$ cat src/rtl/burst_col_pkg.sv
package burst_col_pkg;

    localparam logic [2:0] LEN_CODE_1   = 3'b000;
    localparam logic [2:0] LEN_CODE_2   = 3'b001;
    localparam logic [2:0] LEN_CODE_4   = 3'b010;
    localparam logic [2:0] LEN_CODE_8   = 3'b011;
    localparam logic [2:0] LEN_CODE_ROW = 3'b111;

    typedef enum logic [0:0] {
        ST_IDLE = 1'b0,
        ST_BEAT = 1'b1
    } beat_state_e;

endpackage

$ cat src/rtl/burst_len_dec.sv
module burst_len_dec
    import burst_col_pkg::*;
#(
    parameter int COL_W = 8
) (
    input  logic [2:0]       code_i,
    output logic [COL_W-1:0] mask_o,
    output logic             full_o
);

    // mask_o holds BL-1: the set of column bits the burst may move
    always_comb begin
        mask_o = '0;
        full_o = 1'b0;
        case (code_i)
            LEN_CODE_2:   mask_o = COL_W'(1);
            LEN_CODE_4:   mask_o = COL_W'(3);
            LEN_CODE_8:   mask_o = COL_W'(7);
            LEN_CODE_ROW: begin
                mask_o = '1;
                full_o = 1'b1;
            end
            default:      mask_o = '0; // one beat, including reserved codes
        endcase
    end

endmodule

$ cat src/rtl/burst_addr_calc.sv
module burst_addr_calc #(
    parameter int COL_W = 8
) (
    input  logic [COL_W-1:0] base_i,
    input  logic [COL_W-1:0] cnt_i,
    input  logic [COL_W-1:0] mask_i,
    input  logic             ilv_i,
    input  logic             full_i,
    output logic [COL_W-1:0] col_o
);

    logic [COL_W-1:0] seq_low;
    logic [COL_W-1:0] ilv_low;
    logic [COL_W-1:0] pick_low;

    assign seq_low  = base_i + cnt_i;   // carry past the mask is dropped below
    assign ilv_low  = base_i ^ cnt_i;
    assign pick_low = (ilv_i && !full_i) ? ilv_low : seq_low;

    // each column bit: moving bit from the chosen order, or fixed start bit
    for (genvar gi = 0; gi < COL_W; gi++) begin : g_bit
        assign col_o[gi] = mask_i[gi] ? pick_low[gi] : base_i[gi];
    end

endmodule

$ cat src/rtl/burst_beat_fsm.sv
module burst_beat_fsm
    import burst_col_pkg::*;
#(
    parameter int COL_W = 8
) (
    input  logic             clk,
    input  logic             rst_n,
    input  logic             start_i,
    input  logic             stop_i,
    input  logic [COL_W-1:0] col_i,
    input  logic [COL_W-1:0] mask_i,
    input  logic             full_i,
    input  logic             ilv_i,
    output logic             busy_o,
    output logic             last_o,
    output logic [COL_W-1:0] cnt_o,
    output logic [COL_W-1:0] base_o,
    output logic [COL_W-1:0] mask_o,
    output logic             full_o,
    output logic             ilv_o
);

    beat_state_e      state_q, state_d;
    logic [COL_W-1:0] cnt_q, base_q, mask_q;
    logic             full_q, ilv_q;
    logic             accept;
    logic             at_end;

    assign at_end = (state_q == ST_BEAT) && !full_q && (cnt_q == mask_q);
    assign accept = start_i && ((state_q == ST_IDLE) || at_end || stop_i);

    // next state
    always_comb begin
        state_d = state_q;
        unique case (state_q)
            ST_IDLE: begin
                if (start_i) state_d = ST_BEAT;           // LAUNCH
            end
            ST_BEAT: begin
                if (accept)                state_d = ST_BEAT; // CHAIN
                else if (stop_i || at_end) state_d = ST_IDLE; // ABORT / FINISH
                else                       state_d = ST_BEAT; // STEP
            end
            default: state_d = ST_IDLE;
        endcase
    end

    // state register
    always_ff @(posedge clk or negedge rst_n) begin
        if (!rst_n) state_q <= ST_IDLE;
        else        state_q <= state_d;
    end

    // burst context and beat counter
    always_ff @(posedge clk or negedge rst_n) begin
        if (!rst_n) begin
            cnt_q  <= '0;
            base_q <= '0;
            mask_q <= '0;
            full_q <= 1'b0;
            ilv_q  <= 1'b0;
        end else if (accept) begin
            cnt_q  <= '0;
            base_q <= col_i;
            mask_q <= mask_i;
            full_q <= full_i;
            ilv_q  <= ilv_i;
        end else if (state_q == ST_BEAT) begin
            cnt_q  <= cnt_q + COL_W'(1);
        end
    end

    // outputs
    always_comb begin
        busy_o = (state_q == ST_BEAT);
        last_o = at_end;
        cnt_o  = cnt_q;
        base_o = base_q;
        mask_o = mask_q;
        full_o = full_q;
        ilv_o  = ilv_q;
    end

endmodule

$ cat src/rtl/burst_col_gen.sv
module burst_col_gen #(
    parameter int COL_W = 8
) (
    input  logic             clk,
    input  logic             rst_n,
    input  logic             start_i,
    input  logic [COL_W-1:0] start_col_i,
    input  logic [2:0]       len_code_i,
    input  logic             ilv_i,
    input  logic             stop_i,
    output logic             valid_o,
    output logic             last_o,
    output logic [COL_W-1:0] col_o
);

    logic [COL_W-1:0] dec_mask;
    logic             dec_full;
    logic             busy;
    logic             beat_last;
    logic [COL_W-1:0] cnt, base, mask;
    logic             full, ilv;
    logic [COL_W-1:0] beat_col;

    burst_len_dec #(.COL_W(COL_W)) u_dec (
        .code_i (len_code_i),
        .mask_o (dec_mask),
        .full_o (dec_full)
    );

    burst_beat_fsm #(.COL_W(COL_W)) u_fsm (
        .clk     (clk),
        .rst_n   (rst_n),
        .start_i (start_i),
        .stop_i  (stop_i),
        .col_i   (start_col_i),
        .mask_i  (dec_mask),
        .full_i  (dec_full),
        .ilv_i   (ilv_i),
        .busy_o  (busy),
        .last_o  (beat_last),
        .cnt_o   (cnt),
        .base_o  (base),
        .mask_o  (mask),
        .full_o  (full),
        .ilv_o   (ilv)
    );

    burst_addr_calc #(.COL_W(COL_W)) u_calc (
        .base_i (base),
        .cnt_i  (cnt),
        .mask_i (mask),
        .ilv_i  (ilv),
        .full_i (full),
        .col_o  (beat_col)
    );

    assign valid_o = busy;
    assign last_o  = beat_last;
    assign col_o   = busy ? beat_col : '0;

endmodule

$ cat config.mk
export PLATFORM = sky130hd
export DESIGN_NAME = burst_col_gen
export DESIGN_NICKNAME = d
export VERILOG_FILES = /design/src/rtl/burst_col_pkg.sv /design/src/rtl/burst_len_dec.sv /design/src/rtl/burst_addr_calc.sv /design/src/rtl/burst_beat_fsm.sv /design/src/rtl/burst_col_gen.sv
export SDC_FILE = /design/constraint.sdc
export NUM_CORES = 1
export LEC_CHECK = 0
export ABC_AREA = 0
export CORE_MARGIN = 2
export CORE_UTILIZATION = 45
export CTS_CLUSTER_SIZE = 28
export DETAILED_ROUTE_END_ITERATION = 8
export DONT_BUFFER_PORTS = 1
export PLACE_DENSITY = 0.65
export SYNTH_ARGS = -nofsm -noshare
export SYNTH_HDL_FRONTEND = slang
export SYNTH_HIERARCHICAL = 1
export SYNTH_SLANG_ARGS = --single-unit
$ cat constraint.sdc
create_clock -name clk -period 4.68 [get_ports clk]
set_input_delay 0.234 -clock clk [delete_from_list [all_inputs] [get_ports clk]]
set_output_delay 0.234 -clock clk [all_outputs]
set_load 0.005 [all_outputs]
* Word-level counts from Yosys, hierarchy flattened
Cells that the tools add are included.
** Storage, ports and cells
- Logic and storage cells :: 42
- Register bits after elaboration :: 27
- Input port bits :: 16
- Output and inout bits :: 10
** Cells by class
- Muxes and demuxes :: 18
- Reductions and logical operators :: 9
- Add/subtract/negate cells :: 2
- Bitwise logic cells :: 2
- Equality and inequality tests :: 5
** Operators by type and width (count)
- 2-to-1 mux 8 bit :: 4
- case mux 8 bit (4 select lines) :: 1
- 2-to-1 mux 1 bit :: 12
- adder 8 x 1 -> 8 bit, second input constant :: 1
- adder 8 bit :: 1
- equality test 8 bit :: 1
- bitwise XOR 8 bit :: 1
- equality test 3 x 2 -> 1 bit, second input constant :: 2
- logical AND 1 bit :: 4
- equality test 3 x 1 -> 1 bit, second input constant :: 1
- equality test 3 bit, second input constant :: 1
- logical OR 1 bit :: 3
- case mux 1 bit (2 select lines) :: 1
- nonzero test 2 bit :: 1
- zero test 1 bit :: 1
- NOT 1 bit :: 1

* Depth between registers and ports, before layout
- Depth after elaboration :: 8
- Gate-level depth with buffers :: 8

* Modules after synthesis
The synthesis kept the hierarchy.
** By module, submodules not included
- burst_beat_fsm :: instances 1, area each 1791.7 µm², cells an instance 200, seq. area each 675.6 µm²
- burst_addr_calc :: instances 1, area each 456.7 µm², cells an instance 67, seq. area each 0.0 µm²
- burst_len_dec :: instances 1, area each 76.3 µm², cells an instance 11, seq. area each 0.0 µm²
- burst_col_gen :: instances 1, area each 50.0 µm², cells an instance 8, seq. area each 0.0 µm²

* Worst setup path before layout
No wires, ideal clock.
- Path type :: reg-to-output
- From :: register u_fsm.base_q[1], in the netlist u_fsm/base_o[1]
- To :: output col_o[7]
- Cell stages (with the launch flop) :: 8
- Data required time :: 4.446 ns
- Buffers on the path :: 0
- Setup slack :: 2.432 ns
- Arrival :: 2.014 ns
- Cells stage by stage :: dfrtp_1 > ha_1 > a211oi_2 > nor3b_1 > o211a_1 > o211a_1 > or3_1 > and2_1
** On the way
- Cells in the longest elaborated chain, start to end :: 4
** RTL lines
- from (decl) :: line burst_beat_fsm.sv:24 : logic [COL_W-1:0] cnt_q, base_q, mask_q;
- from (signal assigned) :: line burst_beat_fsm.sv:64 : base_q <= col_i;
- adder 8 bit :: line burst_addr_calc.sv:16 : assign seq_low = base_i + cnt_i;
- 2-to-1 mux 8 bit :: line burst_addr_calc.sv:18 : assign pick_low = (ilv_i && !full_i) ? ilv_low : seq_low;
- 2-to-1 mux 1 bit :: line burst_addr_calc.sv:22 : assign col_o[gi] = mask_i[gi] ? pick_low[gi] : base_i[gi];
- named net beat_col[7] :: line burst_col_gen.sv:22 : logic [COL_W-1:0] beat_col;
- 2-to-1 mux 8 bit :: line burst_col_gen.sv:59 : assign col_o = busy ? beat_col : '0;
- to (decl) :: line burst_col_gen.sv:13 : output logic [COL_W-1:0] col_o
The timed path passes the listed nets, and every way through them passes these cells.

* Worst setup path after layout
Ends and elaborated chain as after synthesis.

==> results.md <==
- Outcome: complete, no violations
- MaxCap Viol Count: 0
- Max Slew Vio Count: 0
- Internal power: 645 uW
- Sequential share of power: 35.6%
- XOR/XNOR Fraction of Synth Area: 6.64%
- Largest family of logic cells by synthesized area: simple AND/OR/NAND/NOR gates
- H-tree depth: 1
- Design area: 2420 sq um
- Share of cells above drive strength 1: 4.89%
- Area leader, netlist: dfrtp_1
- Initial core utilization: 46.5%
- Post-synthesis compound-gate area fraction: 24.4%
- Hold Path Class: input pin to flip-flop
- Ys Warns: 6
- CTS Root Cell: clkbuf_8
- DR DRC count: 0
- Initial antenna violation count: 0
- Layout area overhead: 1.74%
- Max frequency: 364 MHz
- Mux share of post-synthesis cell area: 1.79%
- Crit path max fanout: 6
- Total Neg Setup Slack: 0 ps
- Mapped Nets: 311
- Slew margin rel.: 21.5%
- Core ar.: 5110 sq um
- Final min period: 2750 ps
- FF+latch count, synth: 27
- Port Buf Inserts: 0
- Commonest non-fill, non-tap cell in the layout: nand2_1
- Ys async rst share: 100%
- Worst path required time: 4450 ps
- Die X-Extent: 76.6 microns
- CTS Sinks: 27
- Lkg Pwr: 0.000916 uW
- Peak VDD IR: 203 uV
- Top cells by area, synth: dfrtp_1 (28%), o2bb2ai_1 (6.6%), o211ai_1 (5.4%), or4_1 (5.4%), a31oi_1 (4.7%)
- Seq/Total Area, Yosys: 28.5%
- Final antenna diode count: 0
- Fin util: 47.3%
- Worst-path clk slew: 100 ps
- Fin. Hold Viols: 0
- Post-synth EDFFs: 0
- Hpwl dp: 3.93 mm
- Combinational share of power: 53.6%
- Chip height: 76.6 microns
- Cell variety after synth: 49
- GR Util All Layers: 20.4%
- Clk_lat worst skew: 270 ps
- Hold depth: 3
- Routed WL: 5.87 mm
- DRT iter0 DRCs: 191
- Worst-Margin Slew: 1180 ps
- FILL cells: 525
- HP Start: start_i
- Site Rows: 26
- First-pass GRT wire length: 9.83 mm
- Crit end category: output pin
- Total gr overflow: 0
- Largest net degree at the start of global routing: 56
- Fin nets: 292
- Area of the die: 5870 sq um
- Final clock skew: 4.35 ps
- Most frequent cells in the layout: nand2_1 (30), dfrtp_1 (27), nand3_1 (20)
- R2R cell count: 4
- Worst setup path class: flip-flop to output pin
- Worst slack, placed: 2080 ps
- Final Total Pwr: 1250 uW
- IO Count: 26
- TritonCTS clock tree: built
- Pre-antenna DRT Iters: 4
- Placed instance area: 2340 sq um
- Yosys top cell area share: 28.5%
- CP Data Arrival Time: 2510 ps
- Post-CTS Resized: 0
- Antenna Nets Post-Route: 0
- Crit share post-route: 58.7%
- Mapped Area: 2370 sq um
- Hold Path End: u_fsm/mask_o[3]
- Reg2reg setup slack: 2040 ps
- Post-synth top flop: dfrtp_1
- RSZ-0062 raised after global routing: false
- Clock Power Share: 10.8%
- Vias per inst: 6.24
- FF-to-FF End: u_fsm/cnt_o[5]
- Worst setup SP type: flip-flop
- Switch share: 48.5%
- Synth Area in Simple Gates: 27.1%
- Syn_area_per_cell: 8.30 sq um
- Placer Congestion: 0.840
- Reg2reg start: u_fsm/mask_o[5]
- Psw: 609 uW
- Wire length per cell: 17.5 microns
- Count of final setup violators: 0
- Synth Area in Adders: 5.06%
- DR vias: 2095
- Synth Instances: 286
- Vias in the first global route: 1941
- Max Root-Sink Buffers: 2
- Power density cells: 519 nW/um^2
- TritonCTS Buffers: 3
- Final WS setup: 1930 ps
layer usage:
metal / up-vias / part of all wire (%) / track usage, %
met4: 0 / 0 / 4.18
met2: 42 / 47 / 31.7
met5: - / 0 / 0
met3: 0 / 3.1 / 1.78
li1: 1048 / - / -
met1: 1005 / 50 / 30.8
sequential cells by signal, indices dropped and copies added, names as in the netlist:
name,flops
u_fsm/base_o,8
u_fsm/busy_o,1
u_fsm/ilv_o,1
u_fsm/cnt_o,8
u_fsm/full_o,1
u_fsm/mask_o,8
cells by family (layout without fill, tap and decap cells):
family          Yosys count  in the layout
compound gates           80             80
xor+xnor                 18             18
fa+ha+maj                 9              9
buf+inv                  32             12
flops                    27             27
mux                       4              4
simple gates            116            116
synth_stat cells, types with 9 or more instances:
master	n
nor3_1	9
and2_1	9
o211ai_1	17
a21oi_1	10
or4_1	17
clkbuf_1	17
dfrtp_1	27
nand2_1	30
xnor2_1	10
nand3_1	20
o2bb2ai_1	18
a31oi_1	18
nor2_1	10
power groups by stage:
stage | Combinational, uW | Clock [uW] | Sequential [uW]
final | 672 | 135 | 446
after floorplan | 572 | 0 | 403
after global placement | 650 | 0 | 445
after detailed placement | 658 | 0 | 451
after CTS | 669 | 140 | 447
after global routing | 754 | 153 | 464
metrics by stage:
| stage | instances | hold slack [ps] |
|---|---|---|
| final | 336 | 209 |
| after global routing | 336 | 203 |
| after CTS | 336 | 204 |
| after detailed placement | 330 | -61.1 |
| after global placement | 330 | -60.9 |
| after floorplan | 286 | -61.6 |
worst max-delay path: stages, from the launching register on:
cell      delay (ps)
dfrtp_1          480
ha_1             370
a211oi_2         290
nor3b_1          120
o211a_1          240
o211a_1          220
or3_1            350
and2_1           170
how the worst max path moves through the flow:
stage | from | endpoint | slack [ps] | cells after the start
after floorplan | u_fsm/base_o[1] | col_o[7] | 2430 | 7
after global placement | u_fsm/mask_o[5] | u_fsm/cnt_o[7] | 2120 | 4
after detailed placement | u_fsm/mask_o[5] | u_fsm/cnt_o[2] | 2080 | 4
after CTS | u_fsm/base_o[1] | col_o[7] | 1910 | 7
after global routing | u_fsm/busy_o | u_fsm/cnt_o[5] | 1780 | 4
final | u_fsm/base_o[1] | col_o[7] | 1930 | 7
repair_timing:
item / CTS / global route
hold buffers: 2 / 0
setup buffers: 0 / 0
endpoints found under the hold margin: 27 / 0
area by class of cell:
type                            instances  area, sq um  area share (%)
Clock buffer                            4         45.0            1.86
Timing Repair Buffer                    3         37.5            1.55
Multi-Input combinational cell        227         1550            64.2
Tap cell                               70         87.6            3.63
Sequential cell                        27          676            28.0
Inverter                                5         18.8           0.777
Note: power is estimated with default switching activity, not from simulation.
